**src/rtl/hwld_pkg.sv**
```systemverilog
package hwld_pkg;

   typedef enum logic [1:0] {
      LD_ILLEGAL = 2'b00,
      LD_UHALF   = 2'b01,
      LD_SBYTE   = 2'b10,
      LD_SHALF   = 2'b11
   } ld_op_e;

   typedef enum logic [1:0] {
      ST_IDLE  = 2'd0,
      ST_ISSUE = 2'd1,
      ST_WAIT  = 2'd2
   } ld_state_e;

   localparam int unsigned REG_W  = 32;
   localparam int unsigned HALF_W = 16;
   localparam int unsigned BYTE_W = 8;

   // Arch source selection for the top
   localparam int unsigned ARCH_FROM_PIN   = 0;
   localparam int unsigned ARCH_FIX_LEGACY = 1;
   localparam int unsigned ARCH_FIX_NEW    = 2;

endpackage

```
**src/rtl/hwld_ctrl.sv**
```systemverilog
module hwld_ctrl
   import hwld_pkg::*;
#(
   parameter int unsigned AW    = 32,
   parameter int unsigned OFF_W = 2
) (
   input  logic          clk,
   input  logic          rst_n,
   input  logic          req_valid_i,
   input  ld_op_e        req_op_i,
   input  logic [AW-1:0] req_addr_i,
   input  logic          arch_new_i,
   output logic          ready_o,
   output logic          mem_req_o,
   output logic [AW-1:0] mem_addr_o,
   input  logic          mem_rvalid_i,
   output logic          load_o,
   output ld_op_e        op_o,
   output logic [OFF_W-1:0] lsb_o,
   output logic          arch_new_o,
   output logic          err_o
);

   ld_state_e          state_q;
   ld_op_e             op_q;
   logic [AW-1:OFF_W]  wadr_q;
   logic [OFF_W-1:0]   lsb_q;
   logic               arch_q;
   logic               err_q;
   logic               accept;

   assign accept = (state_q == ST_IDLE) && req_valid_i;

   // requests outside idle are not looked at
   always_ff @(posedge clk or negedge rst_n) begin
      if (!rst_n) begin
         state_q <= ST_IDLE;
         op_q    <= LD_UHALF;
         wadr_q  <= '0;
         lsb_q   <= '0;
         arch_q  <= 1'b0;
         err_q   <= 1'b0;
      end else begin
         err_q <= 1'b0;
         unique case (state_q)
            ST_IDLE: begin
               if (accept) begin
                  if (req_op_i == LD_ILLEGAL) begin
                     err_q <= 1'b1;
                  end else begin
                     op_q    <= req_op_i;
                     wadr_q  <= req_addr_i[AW-1:OFF_W];
                     lsb_q   <= req_addr_i[OFF_W-1:0];
                     arch_q  <= arch_new_i;
                     state_q <= ST_ISSUE;
                  end
               end
            end
            ST_ISSUE: state_q <= ST_WAIT;
            ST_WAIT: begin
               if (mem_rvalid_i) state_q <= ST_IDLE;
            end
            default: state_q <= ST_IDLE;
         endcase
      end
   end

   assign ready_o    = (state_q == ST_IDLE);
   assign mem_req_o  = (state_q == ST_ISSUE);
   assign mem_addr_o = {wadr_q, {OFF_W{1'b0}}};
   assign load_o     = (state_q == ST_WAIT) && mem_rvalid_i;
   assign op_o       = op_q;
   assign lsb_o      = lsb_q;
   assign arch_new_o = arch_q;
   assign err_o      = err_q;

endmodule

```
**src/rtl/hwld_lane_sel.sv**
```systemverilog
module hwld_lane_sel
   import hwld_pkg::*;
#(
   parameter int unsigned DATA_W = 32
) (
   input  logic [DATA_W-1:0]           word_i,
   input  logic [$clog2(DATA_W/8)-1:0] lsb_i,
   input  logic                        arch_new_i,
   output logic [HALF_W-1:0]           half_o,
   output logic [BYTE_W-1:0]           byte_o,
   output logic                        odd_legacy_o
);

   localparam int unsigned LANES  = DATA_W / BYTE_W;
   localparam int unsigned HALVES = DATA_W / HALF_W;
   localparam int unsigned OFF_W  = $clog2(LANES);

   logic [HALF_W-1:0] half_arr [HALVES];
   logic [BYTE_W-1:0] byte_arr [LANES];

   for (genvar h = 0; h < HALVES; h++) begin : g_half
      assign half_arr[h] = word_i[h*HALF_W +: HALF_W];
   end

   for (genvar b = 0; b < LANES; b++) begin : g_byte
      assign byte_arr[b] = word_i[b*BYTE_W +: BYTE_W];
   end

   // Halfword index ignores bit 0, which is the force-align of the newer rule
   assign half_o = half_arr[lsb_i[OFF_W-1:1]];
   assign byte_o = byte_arr[lsb_i];
   assign odd_legacy_o = lsb_i[0] && !arch_new_i;

endmodule

```
**src/rtl/hwld_extend.sv**
```systemverilog
module hwld_extend
   import hwld_pkg::*;
(
   input  ld_op_e            op_i,
   input  logic              odd_legacy_i,
   input  logic [HALF_W-1:0] half_i,
   input  logic [BYTE_W-1:0] byte_i,
   output logic [REG_W-1:0]  value_o
);

   logic [REG_W-1:0] zhalf;
   logic [REG_W-1:0] zrot;
   logic [REG_W-1:0] shalf;
   logic [REG_W-1:0] shigh;
   logic [REG_W-1:0] sbyte;

   assign zhalf = {{(REG_W-HALF_W){1'b0}}, half_i};
   assign zrot  = {zhalf[BYTE_W-1:0], zhalf[REG_W-1:BYTE_W]};
   assign shalf = {{(REG_W-HALF_W){half_i[HALF_W-1]}}, half_i};
   assign shigh = {{(REG_W-BYTE_W){half_i[HALF_W-1]}}, half_i[HALF_W-1:BYTE_W]};
   assign sbyte = {{(REG_W-BYTE_W){byte_i[BYTE_W-1]}}, byte_i};

   always_comb begin
      unique case (op_i)
         LD_UHALF: value_o = odd_legacy_i ? zrot  : zhalf;
         LD_SHALF: value_o = odd_legacy_i ? shigh : shalf;
         LD_SBYTE: value_o = sbyte;
         default:  value_o = '0;
      endcase
   end

endmodule

```
**src/rtl/hwld_fmt.sv**
```systemverilog
module hwld_fmt
   import hwld_pkg::*;
#(
   parameter int unsigned AW        = 32,
   parameter int unsigned DATA_W    = 32,
   parameter int unsigned ARCH_MODE = ARCH_FROM_PIN
) (
   input  logic              clk,
   input  logic              rst_n,
   input  logic              req_valid_i,
   output logic              req_ready_o,
   input  logic [1:0]        req_op_i,
   input  logic [AW-1:0]     req_addr_i,
   input  logic              arch_new_i,
   output logic              mem_req_o,
   output logic [AW-1:0]     mem_addr_o,
   input  logic              mem_rvalid_i,
   input  logic [DATA_W-1:0] mem_rdata_i,
   output logic              res_valid_o,
   output logic [31:0]       res_data_o,
   output logic              err_illegal_o
);

   localparam int unsigned LANES = DATA_W / BYTE_W;
   localparam int unsigned OFF_W = $clog2(LANES);

   if (DATA_W < 32 || (DATA_W & (DATA_W - 1)) != 0) begin : g_bad_dw
      $error("hwld_fmt: DATA_W must be a power of two of at least 32");
   end
   if (AW <= OFF_W) begin : g_bad_aw
      $error("hwld_fmt: AW too small for the word offset");
   end
   if (ARCH_MODE > ARCH_FIX_NEW) begin : g_bad_mode
      $error("hwld_fmt: ARCH_MODE out of range");
   end

   logic arch_eff;
   if (ARCH_MODE == ARCH_FIX_LEGACY) begin : g_arch_legacy
      logic unused_arch;
      assign unused_arch = arch_new_i;
      assign arch_eff = 1'b0;
   end else if (ARCH_MODE == ARCH_FIX_NEW) begin : g_arch_new
      logic unused_arch;
      assign unused_arch = arch_new_i;
      assign arch_eff = 1'b1;
   end else begin : g_arch_pin
      assign arch_eff = arch_new_i;
   end

   ld_op_e           op_in;
   ld_op_e           op_q;
   logic [OFF_W-1:0] lsb_q;
   logic             arch_q;
   logic             load;
   logic [HALF_W-1:0] half_sel;
   logic [BYTE_W-1:0] byte_sel;
   logic             odd_legacy;
   logic [REG_W-1:0] fmt_val;
   logic             res_valid_q;
   logic [REG_W-1:0] res_data_q;

   assign op_in = ld_op_e'(req_op_i);

   hwld_ctrl #(.AW(AW), .OFF_W(OFF_W)) u_ctrl (
      .clk          (clk),
      .rst_n        (rst_n),
      .req_valid_i  (req_valid_i),
      .req_op_i     (op_in),
      .req_addr_i   (req_addr_i),
      .arch_new_i   (arch_eff),
      .ready_o      (req_ready_o),
      .mem_req_o    (mem_req_o),
      .mem_addr_o   (mem_addr_o),
      .mem_rvalid_i (mem_rvalid_i),
      .load_o       (load),
      .op_o         (op_q),
      .lsb_o        (lsb_q),
      .arch_new_o   (arch_q),
      .err_o        (err_illegal_o)
   );

   hwld_lane_sel #(.DATA_W(DATA_W)) u_lane (
      .word_i       (mem_rdata_i),
      .lsb_i        (lsb_q),
      .arch_new_i   (arch_q),
      .half_o       (half_sel),
      .byte_o       (byte_sel),
      .odd_legacy_o (odd_legacy)
   );

   hwld_extend u_ext (
      .op_i         (op_q),
      .odd_legacy_i (odd_legacy),
      .half_i       (half_sel),
      .byte_i       (byte_sel),
      .value_o      (fmt_val)
   );

   always_ff @(posedge clk or negedge rst_n) begin
      if (!rst_n) begin
         res_valid_q <= 1'b0;
         res_data_q  <= '0;
      end else begin
         res_valid_q <= load;
         if (load) res_data_q <= fmt_val;
      end
   end

   assign res_valid_o = res_valid_q;
   assign res_data_o  = res_data_q;

endmodule

```
**config.mk**
```make
export PLATFORM = sky130hd
export DESIGN_NAME = hwld_fmt
export DESIGN_NICKNAME = d
export VERILOG_FILES = /design/src/rtl/hwld_pkg.sv /design/src/rtl/hwld_ctrl.sv /design/src/rtl/hwld_lane_sel.sv /design/src/rtl/hwld_extend.sv /design/src/rtl/hwld_fmt.sv
export SDC_FILE = /design/constraint.sdc
export NUM_CORES = 1
export LEC_CHECK = 0
export ABC_AREA = 1
export BUFFER_PORTS_ARGS = -buffer_cell sky130_fd_sc_hd__buf_2
export CAP_MARGIN = 20
export CORE_MARGIN = 2
export CORE_UTILIZATION = 51
export CTS_CLUSTER_DIAMETER = 200
export DETAILED_ROUTE_END_ITERATION = 8
export PLACE_DENSITY_LB_ADDON = 0.15
export SYNTH_ARGS = -nofsm -noshare
export SYNTH_HDL_FRONTEND = slang
export SYNTH_SLANG_ARGS = --single-unit
```
**constraint.sdc**
```tcl
create_clock -name clk -period 3.95 [get_ports clk]
set_input_delay 0 -clock clk [delete_from_list [all_inputs] [get_ports clk]]
set_output_delay 0 -clock clk [all_outputs]
set_load 0.01 [all_outputs]
```
### Word-level counts from Yosys, hierarchy flattened

Index checks and enable logic that the tools add are counted.

* input port bits: 71
* bits in registers: 71
* logic and storage cells: 45
* output and inout bits: 68

* reduce and logical (&&, ||, !) cells: 8
* equal/unequal tests: 8
* multiplexer cells: 16
* bitwise gates (word level): 3
* magnitude comparators: 2

Operators by type and width (number)
* $pmux 32 s3: 1
* $mux 16: 3
* $mux 32: 1
* $bmux 8 s2: 1
* $mux 8: 2
* $mux 15: 1
* $eq 2x2->1 const B: 3
* $mux 2: 3
* $pmux 2 s3: 1
* $reduce_and 3->1: 2
* $eq 2x1->1 const B: 2
* $logic_not 2->1: 2
* $ne 2x2->1 const B: 2
* $ge 3x3->1 const B: 1
* $logic_and 1x1->1: 3
* $mux 1: 3
* $not 2->3: 1
* $ge 2x2->1 const B: 1
* $ne 2x1->1 const B: 1
* $not 1->2: 1
* $logic_not 1->1: 1
* $not 1->1: 1

### Longest topological paths before layout

Gate-level depths: netlist (run 1).

* word-level depth: 6
* depth in mapped cells: 9
* mapped depth without buffers: 7

### Hierarchy

A second synthesis (run 1) with hierarchy kept.

* cells, all modules: 545
* area, all modules: 4124.0 um^2

Modules (own cells, without submodules)
* hwld_ctrl: sequential area each 952.2 um^2, area each 1714.1 um^2, cells an instance 174, instances 1
* hwld_fmt: sequential area each 825.8 um^2, area each 1317.5 um^2, cells an instance 137, instances 1
* hwld_extend: sequential area each 0.0 um^2, area each 586.8 um^2, cells an instance 123, instances 1
* hwld_lane_sel: sequential area each 0.0 um^2, area each 505.5 um^2, cells an instance 111, instances 1

### Worst setup path before layout (run 1)

Ideal clock, no wire load.

* path kind: reg-to-reg
* start point: register u_ctrl.state_q[1]
* end point: register u_ctrl.wadr_q[10] in the netlist's numbering
* stages on the path, launching flop included: 8
* required time: 3833 ps
* slack: 2618 ps
* period minus slack after synthesis: 1332 ps
* arrival time: 1215 ps
* library setup time: 117 ps
* path buffers: 1
* path through: dfrtp_1 > nor2_1 > nand2_1 > nor2_2 > inv_2 > clkbuf_1 > nand2_1 > nand2_1

* word-level cells in the longest chain between the ends: 3

RTL lines
* start: declaration: line hwld_ctrl.sv:24 `ld_state_e state_q;`
* start signal: assignment: line hwld_ctrl.sv:37 `state_q <= ST_IDLE;`
* start signal: assignment: line hwld_ctrl.sv:55 `state_q <= ST_ISSUE;`
* start signal: assignment: line hwld_ctrl.sv:59 `ST_ISSUE: state_q <= ST_WAIT;`
* $logic_not 2->1 *
* via req_ready_o: line hwld_fmt.sv:11 `output logic req_ready_o,`
* $logic_and 1x1->1: line hwld_ctrl.sv:32 `assign accept = (state_q == ST_IDLE) && req_valid_i;`
* $reduce_and 3->1 (no source line) *
* end signal: assignment: line hwld_ctrl.sv:52 `wadr_q <= req_addr_i[AW-1:OFF_W];`
* end: declaration: line hwld_ctrl.sv:26 `logic [AW-1:OFF_W] wadr_q;`

Mark *: on every way through the listed nets, which the timed path passes. The rest lies on a longest branch.
A chain may end at the register's enable or synchronous reset.

### Worst setup path in the final report (run 1)

* start point: register u_ctrl.lsb_q[1] (netlist: u_ctrl.lsb_o[1])
* end point: register res_data_q[10] (netlist: res_data_o[10])

* word-level cells in the longest chain between the ends: 6
* elaborated cells between the ends (all ways): 11
* classes of those cells: 9 x mux; 2 x bitwise

RTL lines
* start: declaration: line hwld_ctrl.sv:27 `logic [OFF_W-1:0] lsb_q;`
* start signal: assignment: line hwld_ctrl.sv:53 `lsb_q <= req_addr_i[OFF_W-1:0];`
* $not 1->2 (implied by the code): line hwld_lane_sel.sv:30 `assign half_o = half_arr[lsb_i[OFF_W-1:1]];`
* $mux 16 (implied by the code) (3 in a row): line hwld_lane_sel.sv:30
* $mux 15 / $mux 32 (equally long branches): line hwld_extend.sv:26, hwld_extend.sv:25
* $pmux 32 s3 *: line hwld_extend.sv:24 `unique case (op_i)`
* end signal: assignment: line hwld_fmt.sv:105 `if (load) res_data_q <= fmt_val;`
* end: declaration: line hwld_fmt.sv:60 `logic [REG_W-1:0] res_data_q;`

Mark *: on every way between the ends. The rest lies on a longest branch, timed or not. The select of a mux whose other input is x is not followed.

==> summary.txt, run 1 <==
Route
  – DR vias: roughly 3300
  – Initial DRC Count: between 150 and 200
  – Vias/cell: 4.92
  – DRC: 0
  – DRT Pass-1 Iters: 4
  – Routed wire per std cell: around 13 um
  – Final WL: 8770 um
  – ANT nets after route: 0

Final layout
  – Layout area overhead: 38.2%
  – Layout cells sized above 1: between 30% and 40%
  – Nets: 659
  – Final antenna diode count: 0
  – Filler cells: 466
  – Final core occ: 73.4%
  – Final Cell Area: roughly 0.0044 mm^2

STA
  – Slew headroom: 46.5%
  – RSZ-0062 raised after global routing: no
  – Fin. max-slew vios: 0
  – Fmax: about 550 MHz
  – Post-Route Setup TNS: 0 ns
  – Worst Tran Pin Value: ~0.8 ns
  – Worst Skew: 0.00841 ns
  – Crit path time final: ~1.8 ns
  – Final setup vio count: 0
  – Min Hold Slack: about 0.14 ns
  – Final worst-path cycle share: between 40% and 50%
  – Fin. Hold Viols: 0

Critical path
  – CP arrival: between 2 and 2.5 ns
  – RR Endpoint: res_data_o[10]
  – RR Startpoint: u_ctrl.lsb_o[1]
  – Slowest-stage cell, CP: dfrtp_1
  – Cell count of the worst reg-to-reg path: 7
  – WP data required: roughly 4.2 ns
  – Critical path class: reg -> reg
  – CP max FO: 17
  – Worst Setup End Kind: register
  – Cell mode on critical path: nand2_1
  – CP startpoint kind: register
  – Worst setup startpoint: u_ctrl.lsb_o[1]
  – Cell Chain, Critical Path: inv_4, nand2_1, nand3_1, nand3_2, nand3_1, nand2_1, nand2_1
  – Reg2reg setup slack: around 2.1 ns
  – Critical Path Sink: res_data_o[10]
  – Worst path max stage delay: 0.71 ns

Synthesis
  – Post-synth EDFFs: 0
  – Post-Syn Area: about 0.0032 mm^2
  – Synth cell types: 22
  – Post-synthesis cell count: roughly 430
  – #FFs+latches synth: 64
  – Post-synth top area share: 49.6%
  – Register area share after synthesis: around half
  – Commonest cells post-synth: nand2_1, dfrtp_1, nand3_1
  – Async set-reset flop share out of synthesis: 100%
  – Ys flop type: dfrtp_1
  – Dominant cell by count in the synthesized netlist: nand2_1
  – YS warnings: 0
  – Synth top area cells: dfrtp_1, nand2_1, nand3_1, buf_4, nor2_1
  – Avg Cell Area, Syn: 7.48 um^2
  – Synth area leader: dfrtp_1

Placed design
  – Routability cong.: approximately 0.84
  – Area after DPL: 0.00381 mm^2
  – Dpl hpwl: roughly 5400 um
  – Port buffer count: approximately 140

Global routing
  – Vias in the first global route: 3265
  – Antenna violations before repair: 0
  – All-layer global routing usage: about a quarter
  – Largest net degree at the start of global routing: 65
  – Total congestion overflow: 0
  – First-pass GRT wire length: 14900 um

Clock network
  – Root Driver: clkbuf_8
  – CTS tree: yes
  – Total CTS buffers: 9
  – Clock slew at reported path FFs: approximately 0.07 ns
  – H-tree depth: 3
  – Worst-Skew Late Latency: approximately 0.34 ns
  – Cts repair resizes: 0
  – Max clock buf depth: 2
  – Number of clock sinks: 64

Floorplan
  – CORE AREA: roughly 0.006 mm^2
  – Die ar.: between 0.006 and 0.007 mm^2
  – Site Rows: 28
  – Initial Util: between 50 and 60%
  – Die Width: about 83 um
  – Die Span Y: 83.0 um
  – Top-Level Pins: approximately 140

Power
  – Flop pwr share: ~38%
  – Leak pwr: 2.52 nW
  – Clock share of power: 18.8%
  – Combinational power share: a little over two fifths
  – P per Cell Area: between 600 and 700 mW/mm^2
  – Total internal power: 1.71 mW
  – Peak VDD IR: roughly 0.41 mV
  – Net Sw Frac: approximately two fifths
  – Net switching component of the power: approximately 1.2 mW

Job
  – Max-cap check violation count: 0

Outcome
  – Status: finished clean

Hold path
  – Min-delay worst type: in -> reg
area by class of cell:
cell class | count | area (um^2) | area share [%]
clock buffer | 9 | 124 | 2.82
clock inverter | 6 | 61.3 | 1.39
inverter | 10 | 40.0 | 0.911
multi-input combinational | 326 | 1380 | 31.5
sequential | 64 | 1600 | 36.5
tap | 75 | 93.8 | 2.13
timing repair buffer | 177 | 1090 | 24.8
cells in the final DEF, fill, tap and decap left out:
master	synthesis	routed
nand2_1	237	237
buf_2	10	136
dfrtp_1	63	63
dlygate4sd3_1	0	38
nand3_1	34	34
nor2_1	19	19
clkbuf_8	0	9
or2_2	8	8
o21a_1	8	8
inv_2	5	5
o21ai_1	5	5
inv_1	4	4
nor2_4	4	4
nor2_2	3	3
clkinv_2	0	3
nand2_2	2	2
nand3_2	2	2
conb_1	1	2
buf_4	11	2
nor3_1	1	1
inv_4	1	1
o21bai_1	1	1
bufinv_16	0	1
clkinv_4	0	1
clkinvlp_4	0	1
buf_8	0	1
dfstp_2	1	1
metal layers:
| layer | GRT usage (%) | vias up | wire length [um] |
|---|---|---|---|
| li1 | - | 1633 | - |
| met1 | 31.0 | 1499 | 3550 |
| met2 | 48.8 | 139 | 4580 |
| met3 | 6.16 | 9 | 551 |
| met4 | 7.60 | 0 | 92 |
| met5 | 0 | - | 0 |
registers in the layout, indices dropped and copies added, names as in the netlist:
signal             cells
u_ctrl.wadr_q         30
res_data_o            25
u_ctrl.lsb_o           2
u_ctrl.op_o            2
u_ctrl.state_q         2
res_valid_o            1
u_ctrl.arch_new_o      1
u_ctrl.err_o           1
through the flow:
stage | setup WS [ns] | cells | total power, mW
after floorplan | 2.62 | 426 | 1.91
after CTS | 1.86 | 666 | 2.88
after detailed placement | 1.87 | 613 | 2.31
after global placement | 1.97 | 613 | 2.28
after global routing | 1.96 | 667 | 3.12
final | 2.13 | 667 | 2.89
logic make-up after synthesis:
family          after synthesis  share of synthesized area, %
other cells                   1                         0.118
simple gates                310                          40.3
compound gates               14                          2.91
flops                        64                          50.4
buf+inv                      36                          6.25
power by group through the flow:
stage               clock [mW]  sequential (mW)  combinational [mW]
floorplan                    0             1.19               0.726
global placement             0             1.10                1.18
detailed placement           0             1.10                1.21
CTS                      0.552             1.09                1.24
global route             0.584             1.13                1.41
finish                   0.544             1.10                1.25
critical path: cells and delay by family, from the launching register on:
family                 cells  cell delay, ns
buffers and inverters      1            0.19
DFF                        1            0.71
and+or+nand+nor            6            0.81
worst min-delay path by stage:
| stage | startpoint | endpoint | slack, ns | cells after the start |
|---|---|---|---|---|
| 6_report | mem_rdata_i[5] | res_data_o[5] | 0.14 | 6 |
| 3_3_place_gp | req_op_i[0] | u_ctrl.err_o | 0.19 | 2 |
| 3_5_place_dp | req_op_i[0] | u_ctrl.err_o | 0.20 | 2 |
| 4_1_cts | mem_rdata_i[5] | res_data_o[5] | 0.12 | 6 |
| 5_1_grt | mem_rdata_i[3] | res_data_o[3] | 0.14 | 6 |
| 2_1_floorplan | rst_n | res_data_o[0] | -0.30 | 0 |
timing repair:
action / in CTS / in global routing
hold endpoints to repair: 100 / 0
setup buffers: 0 / 0
hold buffers: 38 / 0
Power figures use the tool's default switching activity.
==> inputs of run 2 (changes only) <==
- CORE_UTILIZATION: 51 -> 48
- clock period: 3.95 -> 1.8 ns (I/O delays scaled with it)
==> run 2 against run 1 <==
Against the previous run:
- wire length grew 4.0%
- fmax grew 17%
- total power grew 120%
- final cell count up 0.90%
- largest power group unchanged
- highest routed layer unchanged
==> summary.txt, run 2 (synthesis results as in run 1) <==
STA
  – Worst Skew: roughly 0.010 ns
  – Final setup vio count: 0
  – Worst Tran Pin Value: 0.554 ns
  – RSZ-0062 raised after global routing: no
  – Post-Route Setup TNS: 0 ns
  – Slew headroom: 63.1%
  – Fin. Hold Viols: 0
  – Crit path time final: roughly 1.6 ns
  – Fmax: about 640 MHz
  – Fin. max-slew vios: 0
  – Final worst-path cycle share: a little under 90%

Outcome
  – Status: finished clean

Power
  – Clock share of power: about 17%
  – P per Cell Area: between 1000 and 1500 mW/mm^2
  – Net switching component of the power: between 2 and 3 mW
  – Flop pwr share: 38.0%
  – Leak pwr: between 2 and 3 nW
  – Total internal power: roughly 3.6 mW
  – Net Sw Frac: 42.2%
  – PnR Total Power: ~6.3 mW
  – Combinational power share: 44.8%
  – Peak VDD IR: a little under 0.8 mV

Job
  – Max-cap check violation count: 0

Global routing
  – Largest net degree at the start of global routing: 32
  – Antenna violations before repair: 0
  – Total congestion overflow: 0
  – Vias in the first global route: ~3300
  – All-layer global routing usage: a little over a quarter
  – First-pass GRT wire length: around 15000 um

Final layout
  – Max FFs per register: 30
  – Commonest non-fill, non-tap cell in the layout: nand2_1
  – Most frequent cells in the layout: nand2_1, buf_2, dfrtp_1
  – Biggest register: u_ctrl.wadr_q
  – Layout cells sized above 1: between 30% and 40%
  – Layout area overhead: 38.6%
  – Final antenna diode count: 0
  – Final core occ: roughly 69%
  – Nets: between 600 and 700

Floorplan
  – Die Span Y: ~85 um
  – Initial Util: about half
  – Top-Level Pins: between 100 and 150
  – Die ar.: around 0.0073 mm^2
  – Die Width: 85.4 um
  – Site Rows: 29
  – CORE AREA: roughly 0.0064 mm^2

Critical path
  – Cell mode on critical path: nand2_1
  – CP max FO: 15
  – Slowest-stage cell, CP: dfrtp_1
  – WP data required: 2.08 ns
  – Worst path max stage delay: approximately 0.48 ns
  – Cell Chain, Critical Path: inv_2, nor2_4, nor2_4, nand2_1, nand3_1, nand2_1, nand2_1
  – Worst Setup End Kind: register
  – CP arrival: 1.84 ns
  – CP startpoint kind: register
  – Critical path class: reg -> reg
  – Crit path buffers/inverters: 1
  – CP delay by family, top: simple AND/OR/NAND/NOR gates

Placed design
  – Routability cong.: around 0.93
  – Dpl hpwl: just under 6000 um
  – Port buffer count: approximately 140

Clock network
  – Max clock buf depth: 2
  – CTS tree: yes
  – Cts repair resizes: 0
  – Postcts setup bufs: 0
  – Total CTS buffers: 9
  – Number of clock sinks: 64
  – H-tree depth: 3
  – Clock slew at reported path FFs: approximately 0.070 ns
  – Worst-Skew Late Latency: about 0.34 ns
  – Root Driver: clkbuf_8
  – Hold-fix buffers, CTS: 38

Route
  – Initial DRC Count: about 270
  – Routed wire per std cell: roughly 14 um
  – ANT nets after route: 0
  – DRC: 0
  – Vias/cell: about 5
  – DR vias: roughly 3400
  – DRT Pass-1 Iters: 5
  – Final WL: slightly above 9000 um

Hold path
  – Min-delay worst type: in -> reg
run 2: cell types whose count changed in the layout (fill, tap and decap cells not counted), sizes merged:
cell | previous run | this run
clkinv | 4 | 2
buf | 139 | 143
clkinvlp | 1 | 2
inv | 10 | 11
clkbuf | 9 | 10
bufinv | 1 | 0
run 2: layout make-up:
| type | count | area [um^2] |
|---|---|---|
| clock buffer | 10 | 128 |
| clock inverter | 5 | 33.8 |
| fill | 547 | 1980 |
| inverter | 10 | 40.0 |
| multi-input combinational | 326 | 1380 |
| sequential | 64 | 1600 |
| tap | 77 | 96.3 |
| timing repair buffer | 181 | 1130 |
run 2: stage by stage:
stage | area (um^2) | instances | hold slack [ns] | setup WS (ns)
floorplan | 3180 | 426 | -0.296 | 0.468
global placement | 3870 | 620 | 0.0166 | 0.312
detailed placement | 3870 | 620 | 0.0140 | 0.278
CTS | 4410 | 673 | 0.122 | 0.263
global route | 4410 | 673 | 0.146 | 0.0660
finish | 4410 | 673 | 0.133 | 0.242
run 2: power by group through the flow:
stage	clock network (mW)	registers (mW)	logic, mW
after floorplan	0	2.60	1.59
after global placement	0	2.38	2.67
after detailed placement	0	2.39	2.73
after CTS	1.08	2.38	2.80
after global routing	1.15	2.46	3.16
final	1.08	2.39	2.81
run 2: tightest hold or removal path, stage by stage:
cell and delay (ns):
buf_2 0.08, nand2_1 0.06, nand2_1 0.08, nand2_1 0.05, nand3_1 0.07, o21a_1 0.10
run 2: path summary, 6_finish.rpt:
kind | cells after the start | startpoint | end | slack [ns]
worst min register to register | 2 | u_ctrl.wadr_q[20] | u_ctrl.wadr_q[20] | 0.47
max in group asynchronous | 3 | rst_n | u_ctrl.wadr_q[26] | 1.04
worst max-delay path | 7 | u_ctrl.lsb_o[0] | res_data_o[11] | 0.24
min in group asynchronous | 2 | rst_n | u_ctrl.err_o | 0.18
worst max register to register | 7 | u_ctrl.lsb_o[0] | res_data_o[11] | 0.24
worst min-delay path | 6 | mem_rdata_i[12] | res_data_o[4] | 0.13
run 2: layer usage:
layer / part of all wire [%] / wire [um] / global-route usage, % / vias to the layer above
li1: - / - / - / 1630
met1: 40 / 3620 / 31.2 / 1551
met2: 51 / 4640 / 45.8 / 147
met3: 7.3 / 665 / 5.93 / 23
met4: 2.2 / 199 / 9.38 / 0
met5: 0 / 0 / 0 / -
==> inputs of run 3 (changes only) <==
- ABC_AREA: 1 -> 0
- CORE_UTILIZATION: 48 -> 46
==> run 3 against run 2 <==
Against the previous run:
- clock skew is 0.0023 ns higher
- fmax is 6.6% lower
- synthesized area decreased by 8.2%
- critical path depth fell by 2
- largest cell class unchanged
- combinational power shrank 16%
==> summary.txt, run 3 <==
Critical path
  – CP delay by family, top: flip-flops
  – Critical path class: reg -> reg
  – CP max FO: 10
  – RR Startpoint: u_ctrl.lsb_o[1]
  – Crit path buffers/inverters: 1
  – Slowest-stage cell, CP: dfrtp_1
  – Reg2reg setup slack: 0.13 ns
  – Cell count of the worst reg-to-reg path: 5
  – Worst path max stage delay: 0.54 ns
  – CP startpoint kind: register
  – Worst Setup End Kind: register
  – Cell Chain, Critical Path: buf_4, mux2_2, o211ai_1, o211ai_1, o21a_1
  – RR Endpoint: res_data_o[3]
  – Cell mode on critical path: o211ai_1
  – CP arrival: around 1.9 ns
  – WP data required: approximately 2.0 ns

Global routing
  – Vias in the first global route: about 2400
  – Largest net degree at the start of global routing: 28
  – GR Util met2: 34.4%
  – Antenna violations before repair: 0
  – GR peak layer: met2
  – Total congestion overflow: 0
  – All-layer global routing usage: between 20% and 30%
  – First-pass GRT wire length: between 10000 and 15000 um
  – Grt met3 use: between 6 and 7%
  – GR met1 Demand/Resource: 28.5%

STA
  – RSZ-0062 raised after global routing: no
  – Final worst-path cycle share: 92.7%
  – Fin. Hold Viols: 0
  – Worst Tran Pin Value: approximately 0.57 ns
  – Crit path time final: ~1.7 ns
  – Fmax: roughly 600 MHz
  – Worst Skew: 0.0125 ns
  – Post-Route Setup TNS: 0 ns
  – Final setup vio count: 0
  – Fin. max-slew vios: 0
  – Slew headroom: 62.1%

Floorplan
  – CORE AREA: 0.00624 mm^2
  – Site Rows: 29
  – Top-Level Pins: ~140
  – Die Width: around 84 um
  – Initial Util: a little under half
  – Die Span Y: 83.7 um
  – Die ar.: roughly 0.007 mm^2

Clock network
  – Max clock buf depth: 2
  – Number of clock sinks: 64
  – Root Driver: clkbuf_8
  – Total CTS buffers: 9
  – H-tree depth: 3
  – Postcts setup bufs: 0
  – Worst-Skew Late Latency: ~0.34 ns
  – Clock slew at reported path FFs: 0.07 ns
  – CTS tree: yes

Route
  – ANT nets after route: 0
  – Routed wire per std cell: ~15 um
  – DRT Pass-1 Iters: 4
  – Final WL: just over 7000 um
  – DR vias: roughly 2400
  – Initial DRC Count: between 100 and 150
  – DRC: 0
  – Vias/cell: 5.10

Placed design
  – Port buffer count: approximately 140
  – Routability cong.: around 0.78
  – Dpl hpwl: approximately 4900 um

Synthesis
  – Async set-reset flop share out of synthesis: 100%
  – Post-Syn Area: between 0.002 and 0.003 mm^2
  – Synth top area cells: dfrtp_1, mux2_1, o211ai_2, buf_4, o211ai_1
  – Commonest cells post-synth: dfrtp_1, mux2_1, buf_4, o211ai_1, nand2_1
  – Dominant cell by count in the synthesized netlist: dfrtp_1
  – Avg Cell Area, Syn: 13.5 um^2
  – Register area share after synthesis: a little over half
  – Ys flop type: dfrtp_1
  – YS warnings: 0
  – #FFs+latches synth: 64
  – Synth area leader: dfrtp_1
  – Synth cell types: slightly above 40
  – Post-synth EDFFs: 0
  – Post-synthesis cell count: 216
  – Post-synth top area share: between 50% and 60%

Hold path
  – Min-delay worst type: in -> reg
  – Worst hold stages: 3
  – Hold EP: res_valid_o
  – Hold Startpoint: mem_rvalid_i

Final layout
  – Max FFs per register: 30
  – Register Area: 0.00160 mm^2
  – Area of the multi-input gates: about 0.0012 mm^2
  – Final core occ: about two thirds
  – Layout area overhead: 45.2%
  – Biggest register: u_ctrl.wadr_q
  – Layout cells sized above 1: a little under half
  – Most frequent cells in the layout: buf_2, dfrtp_1, dlygate4sd3_1
  – Final antenna diode count: 0
  – Commonest non-fill, non-tap cell in the layout: buf_2
  – Nets: 462
  – Filler cells: roughly 500

Power
  – Peak VDD IR: around 0.8 mV
  – P per Cell Area: about 1400 mW/mm^2
  – Leak pwr: roughly 2.1 nW

Job
  – Max-cap check violation count: 0

Outcome
  – Status: finished clean
## run 3: cell count changes in the layout (fill, tap and decap cells not counted), moves of 8 or more
cell / change
a221o_1: +9
mux2_1: +36
mux2_2: +8
nand2_1: -225
nand3_1: -34
nor2_1: -16
o211ai_1: +13
o211ai_2: +8
## run 3: metrics by stage
step	setup slack, ns	hold WS [ns]	cell area [um^2]	power (mW)	std cells
3_3_place_gp	0.177	0.0169	3640	4.74	417
3_5_place_dp	0.124	0.0214	3640	4.79	417
6_report	0.132	0.0143	4240	6.06	472
2_1_floorplan	0.166	-0.296	2920	3.91	217
5_1_grt	0.0326	0.0156	4240	6.44	472
4_1_cts	0.130	0.00583	4240	6.09	472
## run 3: worst max-delay path by stage
stage,end,start,depth (start not counted)
detailed placement,res_data_o[3],u_ctrl.lsb_o[1],5
CTS,res_data_o[3],u_ctrl.lsb_o[1],5
finish,res_data_o[3],u_ctrl.lsb_o[1],5
global placement,res_data_o[3],u_ctrl.lsb_o[1],5
global route,res_data_o[3],u_ctrl.lsb_o[1],5
floorplan,u_ctrl.lsb_o[0],u_ctrl.state_q[1],5
## run 3: cells by family (layout without fill, tap and decap cells)
| family | Yosys count | after routing | synth area share, % |
|---|---|---|---|
| flip-flops | 64 | 64 | 54.9 |
| multiplexers | 51 | 51 | 19.4 |
| other | 1 | 2 | 0.128 |
| buffers and inverters | 24 | 202 | 5.31 |
| AND/OR/NAND/NOR | 27 | 27 | 5.48 |
| AO/OA/AOI/OAI | 49 | 49 | 14.8 |
## run 3: layout make-up
class	count	share of cell area (%)
repair buffers	183	27.3
inverters	4	0.472
clock inverters	5	1.36
flip-flops and latches	64	37.8
clock buffers	10	3.25
multi-input cells	129	27.5
well taps	77	2.27
## run 3: power by group
group | switching [mW] | internal [mW]
Combinational | 1.18 | 1.19
Clock | 0.555 | 0.667
Sequential | 0.435 | 2.04
Total | 2.17 | 3.89
## run 3: worst min-delay path: cells and delay by family
family	cells	cell delay [ns]
buffers and inverters	2	0.20
AND/OR/NAND/NOR	1	0.10
## run 3: repair_timing
action	CTS	global route
endpoints found under the hold margin	58	0
hold buffers	40	0
resized for setup	0	0
## run 3: metal layers
layer  share of wire, %  wire (um)  vias to the layer above
met1                 43       3110                     1159
met4               0.83         60                        0
met2                 49       3510                       99
met3                7.6        554                        7
li1                   -          -                     1140
met5                  0          0                        -
